`src/rtl/fsg_pkg.sv`:
```
package fsg_pkg;

    typedef enum logic [2:0] {
        MD_IDLE    = 3'd0,
        MD_PROG    = 3'd1,
        MD_ERASE   = 3'd2,
        MD_SUSP_RD = 3'd3,
        MD_SUSP_PG = 3'd4
    } op_mode_e;

    typedef enum logic [1:0] {
        ST_READY  = 2'd0,
        ST_ACTIVE = 2'd1,
        ST_FAILED = 2'd2
    } fsg_state_e;

    function automatic logic is_timed(input logic [2:0] m);
        return (m == MD_PROG) || (m == MD_ERASE) || (m == MD_SUSP_PG);
    endfunction

endpackage

```
`src/rtl/fsg_ctrl.sv`:
```
module fsg_ctrl
    import fsg_pkg::*;
#(
    parameter int CNT_W       = 12,
    parameter int SECT_W      = 4,
    parameter int PULSE_LIMIT = 1000
) (
    input  logic              clk,
    input  logic              rst_n,
    input  logic [2:0]        mode_i,
    input  logic [CNT_W-1:0]  pulse_cnt_i,
    input  logic [SECT_W-1:0] erase_sect_i,
    output fsg_state_e        state_o,
    output logic [SECT_W-1:0] fail_sect_o
);

    localparam logic [CNT_W-1:0] LIMIT = CNT_W'(PULSE_LIMIT);

    fsg_state_e        state_q, state_d;
    logic [SECT_W-1:0] fail_q, fail_d;
    logic              over;

    assign over = is_timed(mode_i) && (pulse_cnt_i > LIMIT);

    always_comb begin
        state_d = state_q;
        fail_d  = fail_q;
        unique case (state_q)
            ST_READY: begin
                if (mode_i != MD_IDLE) state_d = ST_ACTIVE;
            end
            ST_ACTIVE: begin
                if (mode_i == MD_IDLE) begin
                    state_d = ST_READY;
                end else if (over) begin
                    state_d = ST_FAILED;
                    fail_d  = erase_sect_i;
                end
            end
            ST_FAILED: begin
                if (mode_i == MD_IDLE) state_d = ST_READY;
            end
            default: state_d = ST_READY;
        endcase
    end

    always_ff @(posedge clk or negedge rst_n) begin
        if (!rst_n) begin
            state_q <= ST_READY;
            fail_q  <= '0;
        end else begin
            state_q <= state_d;
            fail_q  <= fail_d;
        end
    end

    assign state_o     = state_q;
    assign fail_sect_o = fail_q;

    AST_TIMEOUT_GO: assert property (@(posedge clk) disable iff (!rst_n)
        (state_q == ST_ACTIVE && mode_i != MD_IDLE && over) |=> (state_q == ST_FAILED));
    AST_FAIL_HOLD: assert property (@(posedge clk) disable iff (!rst_n)
        (state_q == ST_FAILED && mode_i != MD_IDLE) |=> (state_q == ST_FAILED));
    AST_FAIL_SECT_KEEP: assert property (@(posedge clk) disable iff (!rst_n)
        (state_q == ST_FAILED && mode_i != MD_IDLE) |=> $stable(fail_q));

endmodule

```
`src/rtl/fsg_toggle.sv`:
```
module fsg_toggle (
    input  logic clk,
    input  logic rst_n,
    input  logic strobe_i,
    input  logic en_i,
    output logic q_o
);

    logic q;

    always_ff @(posedge clk or negedge rst_n) begin
        if (!rst_n)                q <= 1'b0;
        else if (strobe_i && en_i) q <= ~q;
    end

    assign q_o = q;

    AST_TGL_HOLD: assert property (@(posedge clk) disable iff (!rst_n)
        !(strobe_i && en_i) |=> $stable(q));
    AST_TGL_FLIP: assert property (@(posedge clk) disable iff (!rst_n)
        (strobe_i && en_i) |=> (q != $past(q)));

endmodule

```
`src/rtl/fsg_mux.sv`:
```
module fsg_mux
    import fsg_pkg::*;
(
    input  fsg_state_e state_i,
    input  logic [2:0] mode_i,
    input  logic       sect_hit_i,
    input  logic       win_open_i,
    input  logic       t6_i,
    input  logic       t2_i,
    input  logic [7:0] array_data_i,
    output logic [7:0] status_o
);

    logic b5, b3, b2;
    logic [7:0] flags;

    always_comb begin
        b5    = (state_i == ST_FAILED);
        b3    = (mode_i != MD_PROG) && !win_open_i;
        b2    = (mode_i == MD_SUSP_PG && !sect_hit_i) ? 1'b1 : t2_i;
        flags = {1'b0, t6_i, b5, 1'b0, b3, b2, 2'b00};
        if (state_i == ST_READY) begin
            status_o = array_data_i;
        end else begin
            unique case (mode_i)
                MD_PROG, MD_ERASE, MD_SUSP_PG: status_o = flags;
                MD_SUSP_RD: status_o = sect_hit_i ? flags : array_data_i;
                default:    status_o = array_data_i;
            endcase
        end
    end

endmodule

```
`src/rtl/flash_status_gen.sv`:
```
module flash_status_gen
    import fsg_pkg::*;
#(
    parameter int ADDR_W      = 16,
    parameter int SECT_W      = 4,
    parameter int CNT_W       = 12,
    parameter int PULSE_LIMIT = 1000
) (
    input  logic              clk,
    input  logic              rst_n,
    input  logic              rd_stb_i,
    input  logic [ADDR_W-1:0] rd_addr_i,
    input  logic [2:0]        op_mode_i,
    input  logic [ADDR_W-1:0] erase_addr_i,
    input  logic [CNT_W-1:0]  pulse_cnt_i,
    input  logic              win_open_i,
    input  logic [7:0]        array_data_i,
    output logic [7:0]        status_o
);

    localparam int SECT_LSB = ADDR_W - SECT_W;

    fsg_state_e        state;
    logic [SECT_W-1:0] rd_sect, er_sect, fail_sect, ref_sect;
    logic              busy, sect_hit, ref_hit, t6_en, t2_en, t6, t2;

    assign rd_sect  = rd_addr_i[ADDR_W-1:SECT_LSB];
    assign er_sect  = erase_addr_i[ADDR_W-1:SECT_LSB];
    assign busy     = (state != ST_READY);
    assign sect_hit = (rd_sect == er_sect);
    assign ref_sect = (state == ST_FAILED) ? fail_sect : er_sect;
    assign ref_hit  = (rd_sect == ref_sect);
    assign t6_en    = busy && is_timed(op_mode_i);
    assign t2_en    = busy && ref_hit &&
                      (op_mode_i == MD_ERASE || op_mode_i == MD_SUSP_RD);

    fsg_ctrl #(
        .CNT_W(CNT_W), .SECT_W(SECT_W), .PULSE_LIMIT(PULSE_LIMIT)
    ) ctrl_i (
        .clk(clk), .rst_n(rst_n), .mode_i(op_mode_i),
        .pulse_cnt_i(pulse_cnt_i), .erase_sect_i(er_sect),
        .state_o(state), .fail_sect_o(fail_sect)
    );

    fsg_toggle tgl6_i (
        .clk(clk), .rst_n(rst_n), .strobe_i(rd_stb_i), .en_i(t6_en), .q_o(t6)
    );

    fsg_toggle tgl2_i (
        .clk(clk), .rst_n(rst_n), .strobe_i(rd_stb_i), .en_i(t2_en), .q_o(t2)
    );

    fsg_mux mux_i (
        .state_i(state), .mode_i(op_mode_i), .sect_hit_i(sect_hit),
        .win_open_i(win_open_i), .t6_i(t6), .t2_i(t2),
        .array_data_i(array_data_i), .status_o(status_o)
    );

    AST_READY_PASS: assert property (@(posedge clk) disable iff (!rst_n)
        (state == ST_READY) |-> (status_o == array_data_i));
    AST_TIMER_OPEN: assert property (@(posedge clk) disable iff (!rst_n)
        (busy && op_mode_i == MD_ERASE && win_open_i) |-> !status_o[3]);
    AST_SPG_OTHER: assert property (@(posedge clk) disable iff (!rst_n)
        (busy && op_mode_i == MD_SUSP_PG && !sect_hit) |-> status_o[2]);
    AST_SPARE_ZERO: assert property (@(posedge clk) disable iff (!rst_n)
        (busy && is_timed(op_mode_i)) |-> (status_o[7] == 1'b0 && status_o[4] == 1'b0 && status_o[1:0] == 2'b00));

endmodule

```
`config.mk`:
```
export PLATFORM = sky130hd
export DESIGN_NAME = flash_status_gen
export DESIGN_NICKNAME = d
export VERILOG_FILES = /design/src/rtl/fsg_pkg.sv /design/src/rtl/fsg_ctrl.sv /design/src/rtl/fsg_toggle.sv /design/src/rtl/fsg_mux.sv /design/src/rtl/flash_status_gen.sv
export SDC_FILE = /design/constraint.sdc
export NUM_CORES = 1
export LEC_CHECK = 0
export BUFFER_PORTS_ARGS = -buffer_cell sky130_fd_sc_hd__buf_2
export CORE_AREA = 8 8 65 51
export DETAILED_ROUTE_END_ITERATION = 8
export DIE_AREA = 0 0 73 59
export HOLD_SLACK_MARGIN = 0.08
export PLACE_DENSITY_LB_ADDON = 0.3
export RECOVER_POWER = 50
export SKIP_LAST_GASP = 1
export SLEW_MARGIN = 30
export SYNTH_ARGS = -nofsm -noshare
export SYNTH_HDL_FRONTEND = slang
export SYNTH_SLANG_ARGS = --single-unit
```
`constraint.sdc`:
```
create_clock -name clk -period 1.8 [get_ports clk]
set_input_delay 0.36 -clock clk [delete_from_list [all_inputs] [get_ports clk]]
set_output_delay 0.36 -clock clk [all_outputs]
set_load 0.03 [all_outputs]
```
Word-level counts from Yosys, hierarchy flattened
Index checks and enable logic that the tools add are counted.

Register bits: 8. Bits of input ports: 59. Output and inout port bits: 8. Word-level logic and storage cells: 50.

Magnitude comparators: 1. Equality and inequality tests: 12. Mux-type cells: 10. Bitwise gates (word level): 3. Reduce and logical (&&, ||, !) cells: 20.

Operators with widths (number): 8-bit 2-to-1 mux (2); 8-bit one-hot mux with 2 select lines (1); 12-bit by 10-bit greater-than comparator with 1-bit output, second input constant (1); 4-bit == test (2); 1-bit logical AND (8); 2-bit 2-to-1 mux (4); 3-bit by 2-bit == test with 1-bit output, second input constant (2); 3-bit by 1-bit != test with 1-bit output, second input constant (2); 2-bit one-hot mux with 3 select lines (1); 3-bit AND reduction (2); 4-bit 2-to-1 mux (1); 3-bit by 1-bit == test with 1-bit output, second input constant (1); 3-bit == test, second input constant (1); 3-bit zero test (1); 1-bit logical OR (3); 1-bit inverter (3); 3-bit nonzero test (1); 3-bit OR reduction (1); 2-bit by 1-bit == test with 1-bit output, second input constant (1); 2-bit == test, second input constant (1); 1-bit zero test (2); 2-bit zero test (1); 2-bit by 1-bit != test with 1-bit output, second input constant (1); 2-bit != test, second input constant (1); 2 further kinds (2).

Depth between registers and ports, before layout
Depth after elaboration: 7. Mapped depth: 6.

Cells and area by module
A second synthesis with hierarchy kept.

Cell total of the unflattened synthesis: 87. Area total of the unflattened synthesis: 848.3 um^2.

By module, submodules not included: fsg_ctrl (times used 1, cells each 27, area each 357.8 um^2, seq. area each 150.1 um^2); fsg_mux (times used 1, cells each 30, area each 209.0 um^2, seq. area each 0.0 um^2); flash_status_gen (times used 1, cells each 24, area each 206.4 um^2, seq. area each 0.0 um^2); fsg_toggle (times used 2, cells each 3, area each 37.5 um^2, seq. area each 25.0 um^2).

Worst setup path before layout
OpenSTA, ideal clock, no wires.

Path kind: input port to output port. Start point: input erase_addr_i[13]. End point: output status_o[5]. Arrival time: 1.544 ns. Setup slack: -0.104 ns. Cell stages on the path: 5. Cell sequence: xnor2_1 -> nand4_1 -> a311oi_2 -> a21oi_1 -> a21oi_1.

Word-level cells in the longest chain between the ends: 4.

Ends and longest elaborated chain: from (decl) (line flash_status_gen.sv:14) `input logic [ADDR_W-1:0] erase_addr_i,`; 4-bit == test (line flash_status_gen.sv:30) `assign sect_hit = (rd_sect == er_sect);`; 8-bit 2-to-1 mux (line fsg_mux.sv:27) `MD_SUSP_RD: status_o = sect_hit_i ? flags : array_data_i;`; 8-bit one-hot mux with 2 select lines (line fsg_mux.sv:25) `unique case (mode_i)`; 8-bit 2-to-1 mux (line fsg_mux.sv:22) `if (state_i == ST_READY) begin`; to (decl) (line flash_status_gen.sv:18) `output logic [7:0] status_o`.

Every way passes these cells.

Worst setup path after layout
Start point: input erase_addr_i[14]. End point: output status_o[2].

Word-level cells in the longest chain between the ends: 7.

Ends and longest elaborated chain: 4-bit == test (*) (line flash_status_gen.sv:30); 1-bit zero test (line fsg_mux.sv:20) `b2 = (mode_i == MD_SUSP_PG && !sect_hit_i) ? 1'b1 : t2_i;`; 1-bit logical AND (line fsg_mux.sv:20); 1-bit 2-to-1 mux (line fsg_mux.sv:20); 8-bit 2-to-1 mux (line fsg_mux.sv:27); 8-bit one-hot mux with 2 select lines (*) (line fsg_mux.sv:25); 8-bit 2-to-1 mux (*) (line fsg_mux.sv:22).

Every way passes the cells marked *; elsewhere a longest branch is shown, timed or not.

==> results_dict.tcl <==
set metrics [dict create \
    core_area_um2 2308 \
    grt_pass1_vias 860 \
    failed_checks "setup timing" \
    cts.sink_count 8 \
    rsz0062_at_grt "yes" \
    clockBufferDepth 2 \
    irDropWorstVdd_mv 0.6031 \
    multi_input_area_um2 555.5 \
    p_per_area_nw_per_um2 875.1 \
    nNetsFinal 205 \
    numPortBuffers 42 \
    gp_congestion 0.7945 \
    crit_fanout 4 \
    antenna_found_initial 0 \
    final-setup-viol-count 8 \
    gr-usage-all-layers_pct 11.12 \
    dieArea_um2 4307 \
    outcome "finished, violations left" \
    finalMaxSlewViolations 0 \
    seq_area_um2 200.2 \
    synthArstFlopShare_pct 100.0 \
    timing.final.crit_share_pct 113.6 \
    ant_nets 0 \
    fin_ws_ns -0.2449 \
    yosysWarnings 0 \
    ys_ff_latch 8 \
    path_cells "buf_8 -> xnor2_4 -> nand4_1 -> a311oi_2 -> nand2_2 -> mux2_4 -> buf_6" \
    start_util_pct 30.19 \
    grt_max_degree 9 \
    die_height_um 59 \
    dp_hpwl_um 1954 \
    synth-edff-count 0 \
    synth_ff_type "dfrtp_1" \
    cts-root-buf "clkbuf_4" \
    detail_route.wl_per_cell_um 13.26 \
    area_growth_pct 89.41 \
    critPathKind "input pin to primary output" \
    fmax_mhz 489.0 \
    synth_seq_area_share_pct 28.73 \
    cp.required_ns 1.44 \
    endpoint_kind "primary output" \
    synth-adder-area-share_pct 0 \
    synth_cell_types 31 \
    ios 67 \
    period_needed_ns 2.045 \
    fillerInstances 216 \
    clk_latency_ns 0.25 \
    drcViolationCount 0 \
    syn_area_um2 696.9 \
    synth_top_family_by_area "simple AND/OR/NAND/NOR gates" \
    synth_mux_area_share_pct 15.62 \
    synthesis.nets 133 \
    worst_clock_skew_ns 0.001675 \
    cp-start-kind "input pin" \
    cts_buffers 3 \
    htreeDepth 1 \
    wirelength_um 2361 \
    drv_cap 0 \
    fin_util_pct 57.18 \
    die_w_um 73 \
    layout-drive-gt1-share_pct 64.58 \
    p_leak_nw 0.6384 \
    timing.slew.headroom_pct 66.93 \
    drtPass1Iterations 4 \
    worst_slew_pin_slew_ns 0.4894 \
    grt_first_pass_wirelength_um 3864 \
    synth_compound_area_share_pct 15.98 \
    slowest_stage "mux2_4" \
    slowest_delay_ns 0.33 \
    cts_tree "built" \
    synth-simple-area-share_pct 27.47 \
    rows 15 \
    synth_area_per_cell_um2 9.418 \
    hold_class "input pin to register" \
    cp_top_family "multiplexers" \
    hold_viol_final 0 \
    yosys.area_share.xor_xnor_pct 10.05 \
    vias 835 \
    drt_iter0_drc 9 \
    crit_buf_inv 2 \
    vias_per_cell 4.691 \
    syn-instance-count 74 \
    clkSlewWorstSetupHoldPaths_ns 0.05 \
    overflow 0 \
    critical_path_arrival_ns 1.68 \
    antennaDiodeCount 0 \
    setup_tns_ns -1.564 \
]
[Yosys cell counts (all sizes together), types with 2 or more instances]
library cell / n / share of area (%)
nand2: 3 / 1.6
nand3: 3 / 2.2
nand4: 2 / 1.8
nor2b: 4 / 3.6
mux2i: 3 / 4.3
dfrtp: 8 / 29
a21oi: 4 / 2.9
mux2: 7 / 11
xor2: 2 / 2.5
nor2: 8 / 4.3
nand2b: 2 / 2.9
xnor2: 6 / 7.5
a311oi: 2 / 3.4
nor3: 2 / 1.4
and2: 4 / 3.6
[final cells by class]
cell class,count,area share [%]
multi-input combinational,64,42.09
tap,34,3.223
inverter,1,0.2844
timing repair buffer,68,37.54
sequential,8,15.17
clock buffer,3,1.706
[power breakdown]
part           switching [mW]  internal [mW]
sequential             0.0681          0.264
combinational           0.300          0.391
clock                  0.0573         0.0760
[through the flow]
stage	setup slack, ns	power [mW]	instance area, µm²	instances	hold slack [ns]
floorplan	-0.01420	0.6979	729.5	74	0.06441
global placement	-0.3135	0.8976	1144	172	0.2135
detailed placement	-0.3068	0.9202	1144	172	0.2204
CTS	-0.2859	1.144	1282	176	0.4003
global route	-0.3825	1.237	1320	178	0.3977
finish	-0.2449	1.155	1320	178	0.4032
[worst reg2reg max path: stages (launching register included)]
cell and delay [ns]:
dfrtp_1 0.42, buf_4 0.17, nor4bb_1 0.47, a2111oi_4 0.10, nand3_1 0.13, nor4_2 0.05, xor2_1 0.15
[flip-flops by register name, summed over array words and instances, names as in the netlist]
name,count
ctrl_i.fail_sect_o,4
ctrl_i.state_o,2
tgl6_i.q_o,1
tgl2_i.q_o,1
[cells in the final DEF, fill, tap and decap left out, types with 3 or more instances in the layout]
cell	instances
nor2_1	8
mux2_2	6
nand3_1	3
nor2b_1	3
clkbuf_4	3
buf_6	13
mux2i_1	3
dfrtp_1	8
and2_4	4
xnor2_2	3
buf_4	24
buf_2	28
[cell families (layout without fill, tap and decap cells)]
| group | count (synthesis) | after routing |
|---|---|---|
| simple gates | 34 | 34 |
| compound gates | 12 | 12 |
| mux | 10 | 10 |
| xor+xnor | 8 | 8 |
| flops | 8 | 8 |
| buf+inv | 2 | 72 |
[metal layers]
metal	track usage, %	wire length (µm)
met1	12.04	893
met2	19.70	1224
met3	5.574	244
met4	0.8523	0
met5	0	0
[worst paths after layout]
kind / cells past startpoint / to / start / slack [ns]
max reg2reg: 6 / tgl2_i.q_o / ctrl_i.state_o[0] / 0.17
min reg2reg: 1 / tgl2_i.q_o / tgl2_i.q_o / 0.48
max: 7 / status_o[2] / erase_addr_i[14] / -0.24
min in group asynchronous: 2 / ctrl_i.fail_sect_o[1] / rst_n / 0.58
max in group asynchronous: 2 / ctrl_i.fail_sect_o[3] / rst_n / 0.90
min: 3 / tgl6_i.q_o / rd_stb_i / 0.40
[timing repair]
item	in CTS	in global routing
gates resized for setup	31	4
endpoints found under the hold margin	8	0
pin swaps	12	6
buffers inserted	1	2
setup endpoints to repair	8	9
hold buffers	1	0
Power figures use the tool's default switching activity.
